### src/rtl/bus_seq_pkg.sv
package bus_seq_pkg;
  typedef enum logic [2:0] {
    ST_IDLE = 3'd0,
    ST_ADDR = 3'd1,
    ST_XLAT = 3'd2,
    ST_TURN = 3'd3,
    ST_DATA = 3'd4
  } seq_state_e;
endpackage

### src/rtl/bus_seq_mode.sv
module bus_seq_mode (
  input  logic clk,
  input  logic rst_n,
  input  logic xlat_n_i,
  output logic xlat_o
);
  logic xlat_q;

  // captured on every edge while reset is held; frozen afterwards
  always_ff @(posedge clk) begin
    if (!rst_n) xlat_q <= ~xlat_n_i;
  end

  assign xlat_o = xlat_q;


  mode_frozen_chk: assert property (@(posedge clk) disable iff (!rst_n)
    1'b1 |=> $stable(xlat_q));
endmodule

### src/rtl/bus_seq_fsm.sv
module bus_seq_fsm
  import bus_seq_pkg::*;
#(
  parameter int TS_W = 4
) (
  input  logic            clk,
  input  logic            rst_n,
  input  logic            xlat_i,
  input  logic            start_i,
  input  logic            float_i,
  input  logic            rdy_i,
  output seq_state_e      state_o,
  output logic [TS_W-1:0] tstate_o
);
  localparam logic [TS_W-1:0] TS_MAX = '1;
  localparam logic [TS_W-1:0] TS_ONE = TS_W'(1);

  seq_state_e st_q, st_d;
  logic [TS_W-1:0] ts_q, ts_d;
  logic frozen, finish;

  assign frozen = (st_q == ST_XLAT) && float_i;
  assign finish = (st_q == ST_DATA) && rdy_i;

  always_comb begin
    st_d = st_q;
    unique case (st_q)
      ST_IDLE: if (start_i) st_d = ST_ADDR;
      ST_ADDR: st_d = xlat_i ? ST_XLAT : ST_TURN;
      ST_XLAT: if (!float_i) st_d = ST_TURN;
      ST_TURN: st_d = ST_DATA;
      ST_DATA: if (rdy_i) st_d = ST_IDLE;
      default: st_d = ST_IDLE;
    endcase
  end

  always_comb begin
    ts_d = ts_q;
    if (st_q == ST_IDLE) begin
      if (start_i) ts_d = TS_ONE;
    end else if (finish) begin
      ts_d = '0;
    end else if (!frozen && ts_q != TS_MAX) begin
      ts_d = ts_q + TS_ONE;
    end
  end

  always_ff @(posedge clk or negedge rst_n) begin
    if (!rst_n) begin
      st_q <= ST_IDLE;
      ts_q <= '0;
    end else begin
      st_q <= st_d;
      ts_q <= ts_d;
    end
  end

  assign state_o  = st_q;
  assign tstate_o = ts_q;


  float_hold_chk: assert property (@(posedge clk) disable iff (!rst_n)
    (st_q == ST_XLAT && float_i) |=> (st_q == ST_XLAT && ts_q == $past(ts_q)));

  ready_end_chk: assert property (@(posedge clk) disable iff (!rst_n)
    (st_q == ST_DATA && rdy_i) |=> (st_q == ST_IDLE && ts_q == '0));

  xlat_only_chk: assert property (@(posedge clk) disable iff (!rst_n)
    !xlat_i |-> st_q != ST_XLAT);
endmodule

### src/rtl/bus_seq_decode.sv
module bus_seq_decode
  import bus_seq_pkg::*;
(
  input  seq_state_e st_i,
  input  logic       xlat_i,
  input  logic       float_i,
  input  logic       word_i,
  input  logic       addr0_i,
  output logic       addr_stb_o,
  output logic       data_stb_o,
  output logic       dir_oe_o,
  output logic       hbe_n_o
);
  logic active;

  assign active     = (st_i != ST_IDLE);
  assign addr_stb_o = (st_i == ST_ADDR);
  assign data_stb_o = !xlat_i && (st_i == ST_DATA);
  assign dir_oe_o   = active && !(st_i == ST_XLAT && float_i);
  assign hbe_n_o    = !(active && (word_i || addr0_i));


  word_hbe_chk: assert final (!(active && word_i) || !hbe_n_o);
endmodule

### src/rtl/bus_cycle_seq.sv
module bus_cycle_seq
  import bus_seq_pkg::*;
#(
  parameter int ADDR_W = 24,
  parameter int TS_W   = 4
) (
  input  logic              clk,
  input  logic              rst_n,
  input  logic              xlat_n_i,
  input  logic              req_valid_i,
  output logic              req_ready_o,
  input  logic              req_write_i,
  input  logic              req_word_i,
  input  logic [ADDR_W-1:0] req_addr_i,
  input  logic              float_i,
  input  logic              rdy_i,
  output logic [ADDR_W-1:0] addr_o,
  output logic              addr_stb_o,
  output logic              data_stb_o,
  output logic              dir_o,
  output logic              dir_oe_o,
  output logic              hbe_n_o,
  output logic [TS_W-1:0]   tstate_o
);
  seq_state_e st;
  logic xlat, accept;
  logic wr_q, word_q;
  logic [ADDR_W-1:0] addr_q;

  assign req_ready_o = (st == ST_IDLE);
  assign accept      = req_valid_i && req_ready_o;

  bus_seq_mode u_mode (
    .clk      (clk),
    .rst_n    (rst_n),
    .xlat_n_i (xlat_n_i),
    .xlat_o   (xlat)
  );

  bus_seq_fsm #(.TS_W(TS_W)) u_fsm (
    .clk      (clk),
    .rst_n    (rst_n),
    .xlat_i   (xlat),
    .start_i  (accept),
    .float_i  (float_i),
    .rdy_i    (rdy_i),
    .state_o  (st),
    .tstate_o (tstate_o)
  );

  always_ff @(posedge clk or negedge rst_n) begin
    if (!rst_n) begin
      wr_q   <= 1'b0;
      word_q <= 1'b0;
      addr_q <= '0;
    end else if (accept) begin
      wr_q   <= req_write_i;
      word_q <= req_word_i;
      addr_q <= req_addr_i;
    end
  end

  bus_seq_decode u_dec (
    .st_i       (st),
    .xlat_i     (xlat),
    .float_i    (float_i),
    .word_i     (word_q),
    .addr0_i    (addr_q[0]),
    .addr_stb_o (addr_stb_o),
    .data_stb_o (data_stb_o),
    .dir_oe_o   (dir_oe_o),
    .hbe_n_o    (hbe_n_o)
  );

  assign addr_o = addr_q;
  assign dir_o  = wr_q;


  astb_first_chk: assert property (@(posedge clk) disable iff (!rst_n)
    addr_stb_o |-> tstate_o == TS_W'(1));

  no_dstb_xlat_chk: assert property (@(posedge clk) disable iff (!rst_n)
    xlat |-> !data_stb_o);

  dir_hold_chk: assert property (@(posedge clk) disable iff (!rst_n)
    (tstate_o != '0 && $past(tstate_o) != '0) |-> $stable(dir_o));

  oe_float_chk: assert property (@(posedge clk) disable iff (!rst_n)
    (tstate_o != '0 && !dir_oe_o) |-> float_i);

  ready_idle_chk: assert property (@(posedge clk) disable iff (!rst_n)
    req_ready_o |-> tstate_o == '0);
endmodule

### config.mk
export PLATFORM = sky130hd
export DESIGN_NAME = bus_cycle_seq
export DESIGN_NICKNAME = d
export VERILOG_FILES = /design/src/rtl/bus_seq_pkg.sv /design/src/rtl/bus_seq_mode.sv /design/src/rtl/bus_seq_fsm.sv /design/src/rtl/bus_seq_decode.sv /design/src/rtl/bus_cycle_seq.sv
export SDC_FILE = /design/constraint.sdc
export NUM_CORES = 1
export LEC_CHECK = 0
export ABC_AREA = 1
export BUFFER_PORTS_ARGS = -buffer_cell sky130_fd_sc_hd__buf_4
export CAP_MARGIN = 40
export CORE_MARGIN = 2
export CORE_UTILIZATION = 30
export DETAILED_ROUTE_END_ITERATION = 8
export GPL_TIMING_DRIVEN = 0
export SYNTH_ARGS = -nofsm -noshare
export SYNTH_HDL_FRONTEND = slang
export SYNTH_SLANG_ARGS = --single-unit
### constraint.sdc
create_clock -name clk -period 1.7 [get_ports clk]
set_input_delay 0.17 -clock clk [delete_from_list [all_inputs] [get_ports clk]]
set_output_delay 0.17 -clock clk [all_outputs]
set_load 0.01 [all_outputs]
# Word-level counts from Yosys, hierarchy flattened

Cells that the tools add are included.

Reductions and logical operators: 16
Eq/ne operators: 8
Bitwise operators: 1
Divide/modulo/power cells: 0
Shift-type cells: 0
Order comparisons: 0
Add/subtract/negate cells: 1
Multiplexer cells: 9
Multipliers: 0

Operators with widths:

| operator                                                         | number |
|---|---|
| 4-bit 2-to-1 mux                                                 | 4 |
| 3-bit case mux with 5 select lines                               | 1 |
| 3-bit 2-to-1 mux                                                 | 3 |
| 1-bit logical AND                                                | 7 |
| 3-bit by 2-bit == test with 1-bit output (second input constant) | 2 |
| 3-bit nonzero test                                               | 2 |
| 4-bit by 1-bit adder with 4-bit output (second input constant)   | 1 |
| 2-bit != test (second input constant)                            | 2 |
| 4-bit != test (second input constant)                            | 1 |
| 3-bit by 1-bit == test with 1-bit output (second input constant) | 1 |
| 3-bit == test (second input constant)                            | 1 |
| 1-bit zero test                                                  | 3 |
| 3-bit zero test                                                  | 1 |
| 3-bit AND reduction                                              | 1 |
| 2-bit by 1-bit != test with 1-bit output (second input constant) | 1 |
| 2-bit AND reduction                                              | 1 |
| 1-bit logical OR                                                 | 1 |
| 1-bit 2-to-1 mux                                                 | 1 |
| 1-bit NOT                                                        | 1 |

Latch bits: 0
Output and inout bits: 34
ROM bits: 0
Register bits after elaboration: 34
Bits in writable memories: 0
Word-level logic and storage cells: 41
Memories kept: 0
Input bits: 32

# Longest topological paths before layout

Gate-level depths: netlist (run 1).

Word-level depth: 7
Depth in mapped cells: 7
Gate-level depth less buffers: 7

# By module

Synthesis (run 1) repeated with hierarchy kept, for this count alone.

Cells, all modules: 198
Area total of the unflattened synthesis: 1,644.1 sq um

Modules (own cells, without submodules):

| module         | instances | area an instance (sq um) | cells an instance | sequential area each (sq um) |
|---|---|---|---|---|
| bus_cycle_seq  | 1         | 1,107.3                  | 119               | 650.6 |
| bus_seq_fsm    | 1         | 437.9                    | 62                | 175.2 |
| bus_seq_decode | 1         | 61.3                     | 14                | 0.0 |
| bus_seq_mode   | 1         | 37.5                     | 3                 | 30.0 |

# Worst setup path after synthesis (run 1)

No wires, ideal clock.

Path kind: register to output
Start: reg u_fsm.st_q[0] (netlist: u_fsm.state_o[0])
End: out dir_oe_o
Slack: 0.457 ns
Cell stages (with the launch flop): 7
Data required time: 1.530 ns
Buffers on the path: 2
Arrival time: 1.073 ns
Path through: dfrtp_1 > inv_1 > nand2_2 > inv_1 > buf_4 > buf_6 > nor2_1

Cells in the longest elaborated chain, start to end: 4
Elaborated cells on any way between the ends: 5
Those cells by class: eq/ne (1); reduce/logical (4)

RTL lines:

| what                                     | line                 | text |
|---|---|---|
| from (decl)                              | bus_seq_fsm.sv:18    | `seq_state_e st_q, st_d;` |
| from (signal assigned)                   | bus_seq_fsm.sv:53    | `st_q <= st_d;` |
| 3-bit by 2-bit == test with 1-bit output | bus_seq_decode.sv:19 | `assign dir_oe_o = active && !(st_i == ST_XLAT && float_i);` |
| 1-bit logical AND                        | bus_seq_decode.sv:19 |  |
| 1-bit zero test                          | bus_seq_decode.sv:19 |  |
| 1-bit logical AND *                      | bus_seq_decode.sv:19 |  |
| to (decl)                                | bus_cycle_seq.sv:21  | `output logic dir_oe_o,` |

Every way passes the cells marked *; elsewhere a longest branch is shown, timed or not.

# Final worst setup path (run 1)

Start: reg u_fsm.st_q[1] (netlist: u_fsm.state_o[1])
End: out dir_oe_o

Same word-level chain as after synthesis.

==> flow_metrics.py, run 1 <==
metrics = {
    "timing": {
        "clock_skew_ns": 0.00304,
        "timing.final.crit_share_pct": 93.4,
        "max_freq_ghz": 0.630,
        "slew_headroom_pct": 71.3,
        "finalHoldViolCount": 0,
        "tightestPinTransition_ns": 0.430,
        "fin_setup_tns_ns": 0,
        "hold_ws_ns": 0.113,
        "drv_slew": 0,
        "setup_viol": 0,
        "rsz0062_at_grt": "false",
        "fin_crit_ns": 1.59,
    },
    "yosys": {
        "yosys.area.top_type": "dfrtp_1",
        "synth_top_cells_by_area": "dfrtp_1, nand2_1, nand3_1",
        "synth_cell_types": 21,
        "netlist_area_um2": 1550,
        "synth_nets": 215,
        "yosysWarningCount": 0,
        "ys_seq_area_share_pct": 55.1,
        "synth_seq_cells": 34,
        "syn_area_per_cell_um2": 8.54,
        "synthCells": 182,
        "netlist.area_leader.share_pct": 53.1,
    },
    "worst_setup_path": {
        "path_max_fanout": 10,
        "critPathLaunchType": "flip-flop",
        "worstSetupPathType": "flip-flop to primary output",
        "rr_worst_depth": 8,
        "end_kind": "primary output",
        "worstPathRequired_ns": 1.53,
        "cp.arrival_ns": 1.42,
        "rrSetupSlack_ns": 0.38,
        "r2r-end": "addr_o[14]",
        "r2r_start": "u_fsm.state_o[1]",
    },
    "clock_network": {
        "clk_path_buf_depth": 2,
        "htreeDepth": 2,
        "cts_buffers": 5,
        "path_clk_slew_ns": 0.07,
        "cts_num_sinks": 34,
        "clk_latency_ns": 0.28,
        "cts_tree": "yes",
        "cts-root-buf": "clkbuf_8",
    },
    "place": {
        "port_buffers": 64,
        "gp_congestion": 0.725,
        "hpwl_mm": 2.62,
        "dpl_cell_area_um2": 2120,
    },
    "global_routing": {
        "overflow": 0,
        "track_usage_pct": 13.8,
        "grt_max_degree": 35,
        "grt_pass1_wl_mm": 6.40,
        "grt_pass1_vias": 1368,
        "antenna_found_initial": 0,
    },
    "power_and_ir_drop": {
        "power.switching_mw": 1.56,
        "pwr_density_cell_nw_per_um2": 1800,
        "p_int_mw": 2.50,
        "peakVddDrop_uv": 664,
        "pwr-share-clk_pct": 15.2,
        "p_seq_share_pct": 35.2,
        "swShare_pct": 38.5,
        "fin_total_pwr_mw": 4.06,
        "leakagePower_nw": 1.28,
        "combPwrFrac_pct": 49.6,
    },
    "route": {
        "viasPerCell": 4.34,
        "first_pass_iters": 4,
        "drtIter0Drc": 46,
        "drc_errors": 0,
        "routedWlPerCell_um": 11.2,
        "ant_nets": 0,
        "drt-total-wl_mm": 3.69,
        "vias": 1427,
    },
    "die": {
        "die_w_um": 76.0,
        "die_height_um": 76.0,
        "core_area_um2": 5040,
        "fp.dieArea_um2": 5770,
        "row_count": 26,
        "io_pins": 66,
        "initial_utilization_pct": 30.8,
    },
    "hold_path": {
        "min_path_cells": 3,
        "worstHoldEndpoint": "word_q",
        "hp-start": "req_word_i",
        "hold_path.class": "primary input to flip-flop",
    },
    "finish": {
        "nNetsFinal": 291,
        "n_antenna_cell": 0,
        "final_cell_area_um2": 2260,
        "drive_gt1_share_pct": 36.3,
        "syn_to_final_growth_pct": 45.3,
    },
    "outcome": {
        "status": "completed",
    },
    "flow_run": {
        "cap_violations": 0,
    },
}
[timing repair]
action,CTS,global route
gates resized for setup,2,1
endpoints found under the hold margin,33,0
gates cloned,0,0
setup buffers,4,0
hold buffers,1,0
setup endpoints to repair,2,1
[per-stage QoR]
step                worst slack, ns  instances  util [%]
floorplan                     0.457        182         -
global placement              0.221        316      42.1
detailed placement            0.213        316      42.1
CTS                          0.0585        329      44.8
global route                 0.0127        329      44.8
finish                        0.112        329      44.8
[per-layer routing]
| layer | global-route usage, % | routed length [um] |
|---|---|---|
| met1 | 17.8 | 1640 |
| met3 | 5.21 | 291 |
| met2 | 21.4 | 1710 |
| met5 | 0 | 0 |
| met4 | 4.91 | 51 |
[worst max-delay path by stage]
stage | from | endpoint | slack [ns] | cells past startpoint
finish | u_fsm.state_o[1] | dir_oe_o | 0.11 | 7
global placement | u_fsm.state_o[1] | dir_oe_o | 0.22 | 7
floorplan | u_fsm.state_o[0] | dir_oe_o | 0.46 | 6
CTS | u_fsm.state_o[1] | dir_oe_o | 0.06 | 7
detailed placement | u_fsm.state_o[1] | dir_oe_o | 0.21 | 7
global route | u_fsm.state_o[1] | dir_oe_o | 0.01 | 7
[cell usage after synthesis, drive strengths merged]
master / n
edfxtp: 1
ha: 1
nand2: 75
nor2: 5
buf: 10
nand3: 36
nand4: 2
nor4: 1
dfrtp: 33
inv: 12
or2: 1
xor2: 1
nand3b: 1
o21ai: 3
[critical path, stage by stage, from the launching register on]
cell and delay [ns]:
dfrtp_2 0.41, nor2_2 0.14, nand2_2 0.10, inv_2 0.08
buf_6 0.09, buf_6 0.13, nor2_1 0.06, buf_4 0.14
[power by group through the flow]
| stage | registers (mW) | logic [mW] | clock network, mW |
|---|---|---|---|
| 6_report | 1.43 | 2.01 | 0.617 |
| 4_1_cts | 1.43 | 2.05 | 0.646 |
| 5_1_grt | 1.48 | 2.26 | 0.678 |
| 3_3_place_gp | 1.45 | 1.92 | 0 |
| 2_1_floorplan | 1.56 | 0.949 | 0 |
| 3_5_place_dp | 1.46 | 1.94 | 0 |
[sequential cells by signal (all words and copies together), names as in the netlist]
name and flops:
u_fsm.state_o 3, word_q 1, u_mode.xlat_o 1, addr_o 24, dir_o 1, u_fsm.tstate_o 4
[cells by family after synthesis]
logic type	Yosys count	share of synthesized area, %
buffers and inverters	22	8.21
flip-flops	34	55.1
adder cells (fa/ha/maj)	1	0.805
AO/OA/AOI/OAI	3	1.21
AND/OR/NAND/NOR	121	34.1
XOR/XNOR	1	0.564
[placed cells by master, fill, tap and decap left out, drive strengths merged]
cell,instances
inv,12
ha,1
or2,1
nor4,1
dfrtp,33
dlygate4sd3,1
clkinv,1
buf,78
nand4,2
nand3b,1
clkbuf,7
edfxtp,1
xor2,1
nor2,5
nand3,36
o21ai,3
nand2,75
[area by class of cell]
class                           count  area [um^2]
Clock buffer                        7         86.3
Fill cell                         552         2780
Multi-Input combinational cell    126          571
Inverter                           12         45.0
Timing Repair Buffer               69          520
Sequential cell                    34          857
Clock inverter                      1         5.00
Buffer                             10         86.3
Tap cell                           70         87.6
Note: power is estimated with default switching activity, not from simulation.
==> run 2, diff against run 1 <==
BUFFER_PORTS_ARGS = -buffer_cell sky130_fd_sc_hd__buf_2   (was -buffer_cell sky130_fd_sc_hd__buf_4)
==> run 2 against run 1 <==
Sequential share of layout area rose by 2.5 points. Core utilization decreased by 2.8 points. Largest cell class unchanged. Highest routed layer unchanged. Non-clock buffer count unchanged. Fmax is 1.0% higher. Via count fell by 0.21%. First-iteration DRC count decreased by 20%. Design area fell by 6.3%. Critical endpoint unchanged. Clock skew grew 0.0060 ns. Clock power grew 17%. Global-route usage decreased by 0.53 points.
==> flow_metrics.py, run 2 (synthesis gave the netlist of run 1 again) <==
metrics = {
    "worst_setup_path": {
        "cp-startpoint": "u_fsm.state_o[1]",
        "r2r_start": "u_fsm.state_o[1]",
        "end_kind": "primary output",
        "cp.arrival_ns": 1.40,
        "rrSetupSlack_ns": 0.37,
        "rr_worst_depth": 7,
        "worstSetupEndpoint": "dir_oe_o",
        "worstSetupPathType": "flip-flop to primary output",
        "path_max_fanout": 10,
        "worstPathRequired_ns": 1.53,
        "critPathLaunchType": "flip-flop",
        "r2r-end": "u_fsm.tstate_o[2]",
    },
    "timing": {
        "setup_viol": 0,
        "fin_ws_ns": 0.128,
        "timing.final.crit_share_pct": 92.5,
        "rsz0062_at_grt": "false",
        "drv_slew": 0,
        "finalHoldViolCount": 0,
        "clock_skew_ns": 0.00903,
        "max_freq_ghz": 0.636,
        "tightestPinTransition_ns": 0.756,
        "fin_setup_tns_ns": 0,
        "slew_headroom_pct": 49.6,
        "fin_crit_ns": 1.57,
    },
    "finish": {
        "largest_reg_flops": 24,
        "final_common_cell": "nand2_1",
        "nNetsFinal": 291,
        "final_cell_area_um2": 2120,
        "layout_common_cells": "nand2_1, buf_2, nand3_1",
        "n_antenna_cell": 0,
        "syn_to_final_growth_pct": 36.2,
        "fin_cells": 329,
        "drive_gt1_share_pct": 36.3,
    },
    "outcome": {
        "status": "completed",
    },
    "clock_network": {
        "htreeDepth": 2,
        "path_clk_slew_ns": 0.07,
        "cts_num_sinks": 34,
        "cts_tree": "yes",
        "cts_buffers": 5,
        "clk_latency_ns": 0.28,
        "cts-root-buf": "clkbuf_8",
        "clk_path_buf_depth": 2,
    },
    "power_and_ir_drop": {
        "peakVddDrop_uv": 613,
        "pwr_density_cell_nw_per_um2": 1850,
        "leakagePower_nw": 1.24,
        "fin_total_pwr_mw": 3.92,
    },
    "route": {
        "vias": 1424,
        "drt-total-wl_mm": 3.58,
        "highest_layer": "met4",
        "wl_met2_mm": 1.70,
        "routedWlPerCell_um": 10.9,
        "wl_met3_um": 240,
        "first_pass_iters": 4,
        "drtIter0Drc": 37,
        "wirelength_met1_mm": 1.63,
        "viasPerCell": 4.33,
        "ant_nets": 0,
        "drc_errors": 0,
    },
    "die": {
        "row_count": 26,
        "initial_utilization_pct": 30.8,
        "die_w_um": 76.0,
        "io_pins": 66,
        "die_height_um": 76.0,
        "fp.dieArea_um2": 5770,
        "core_area_um2": 5040,
    },
    "place": {
        "gp_congestion": 0.726,
        "dp_slack_ns": 0.227,
        "port_buffers": 64,
        "dp_cells": 316,
        "hpwl_mm": 2.52,
        "dpl_cell_area_um2": 1960,
    },
    "flow_run": {
        "cap_violations": 0,
    },
    "global_routing": {
        "track_usage_pct": 13.3,
        "overflow": 0,
        "grt_max_degree": 35,
        "grt_pass1_vias": 1336,
        "grt_pass1_wl_mm": 6.29,
        "antenna_found_initial": 0,
    },
    "hold_path": {
        "hold_path.class": "primary input to flip-flop",
    },
}
## run 2: cell types whose count changed in the layout (fill, tap and decap cells not counted), sizes merged
| cell | change |
|---|---|
| clkinv | -1 |
| clkbuf | -1 |
| clkinvlp | +1 |
| bufinv | +1 |
## run 2: what timing repair did
action | in CTS | in global routing
gates resized for setup | 2 | 1
setup buffers | 4 | 0
hold buffers | 1 | 0
setup endpoints to repair | 2 | 1
hold endpoints to repair | 33 | 0
## run 2: critical path: stages (launching register included)
cell and delay (ns):
dfrtp_2 0.41, nor2_2 0.13, nand2_2 0.09, inv_2 0.08
buf_6 0.09, buf_6 0.12, nor2_1 0.05, buf_2 0.13
## run 2: worst min-delay path by stage
stage / startpoint / endpoint / slack, ns / cells after the start
after floorplan: rst_n / addr_o[0] / -0.13 / 0
after global placement: rst_n / addr_o[19] / 0.30 / 1
after detailed placement: rst_n / addr_o[19] / 0.29 / 1
after CTS: req_addr_i[14] / addr_o[14] / 0.10 / 3
after global routing: req_addr_i[22] / addr_o[22] / 0.1 / 3
final: req_addr_i[14] / addr_o[14] / 0.11 / 3
## run 2: routing by layer
| metal | up-vias | GRT usage [%] |
|---|---|---|
| li1 | 729 | - |
| met1 | 647 | 17.6 |
| met2 | 46 | 20.8 |
| met3 | 2 | 4.62 |
| met4 | 0 | 3.82 |
| met5 | - | 0 |
## run 2: power breakdown
group	total [mW]	internal (mW)	switching [mW]
logic	1.79	0.773	1.02
clock network	0.721	0.437	0.284
registers	1.41	1.18	0.227
total	3.92	2.39	1.53
## run 2: metrics by stage
stage                     hold WS [ns]  utilization (%)
after floorplan                 -0.126                -
after global placement           0.296             38.9
after detailed placement         0.290             38.9
after CTS                        0.101             42.0
after global routing            0.0986             42.0
final                            0.112             42.0
## run 2: area by class of cell
cell class                      instances  area [um^2]
Clock buffer                            6         72.6
Inverter                               12         45.0
Buffer                                 10         86.3
Multi-Input combinational cell        126          571
Clock inverter                          2         37.5
Tap cell                               70         87.6
Timing Repair Buffer                   69          360
Fill cell                             525         2930
Sequential cell                        34          857
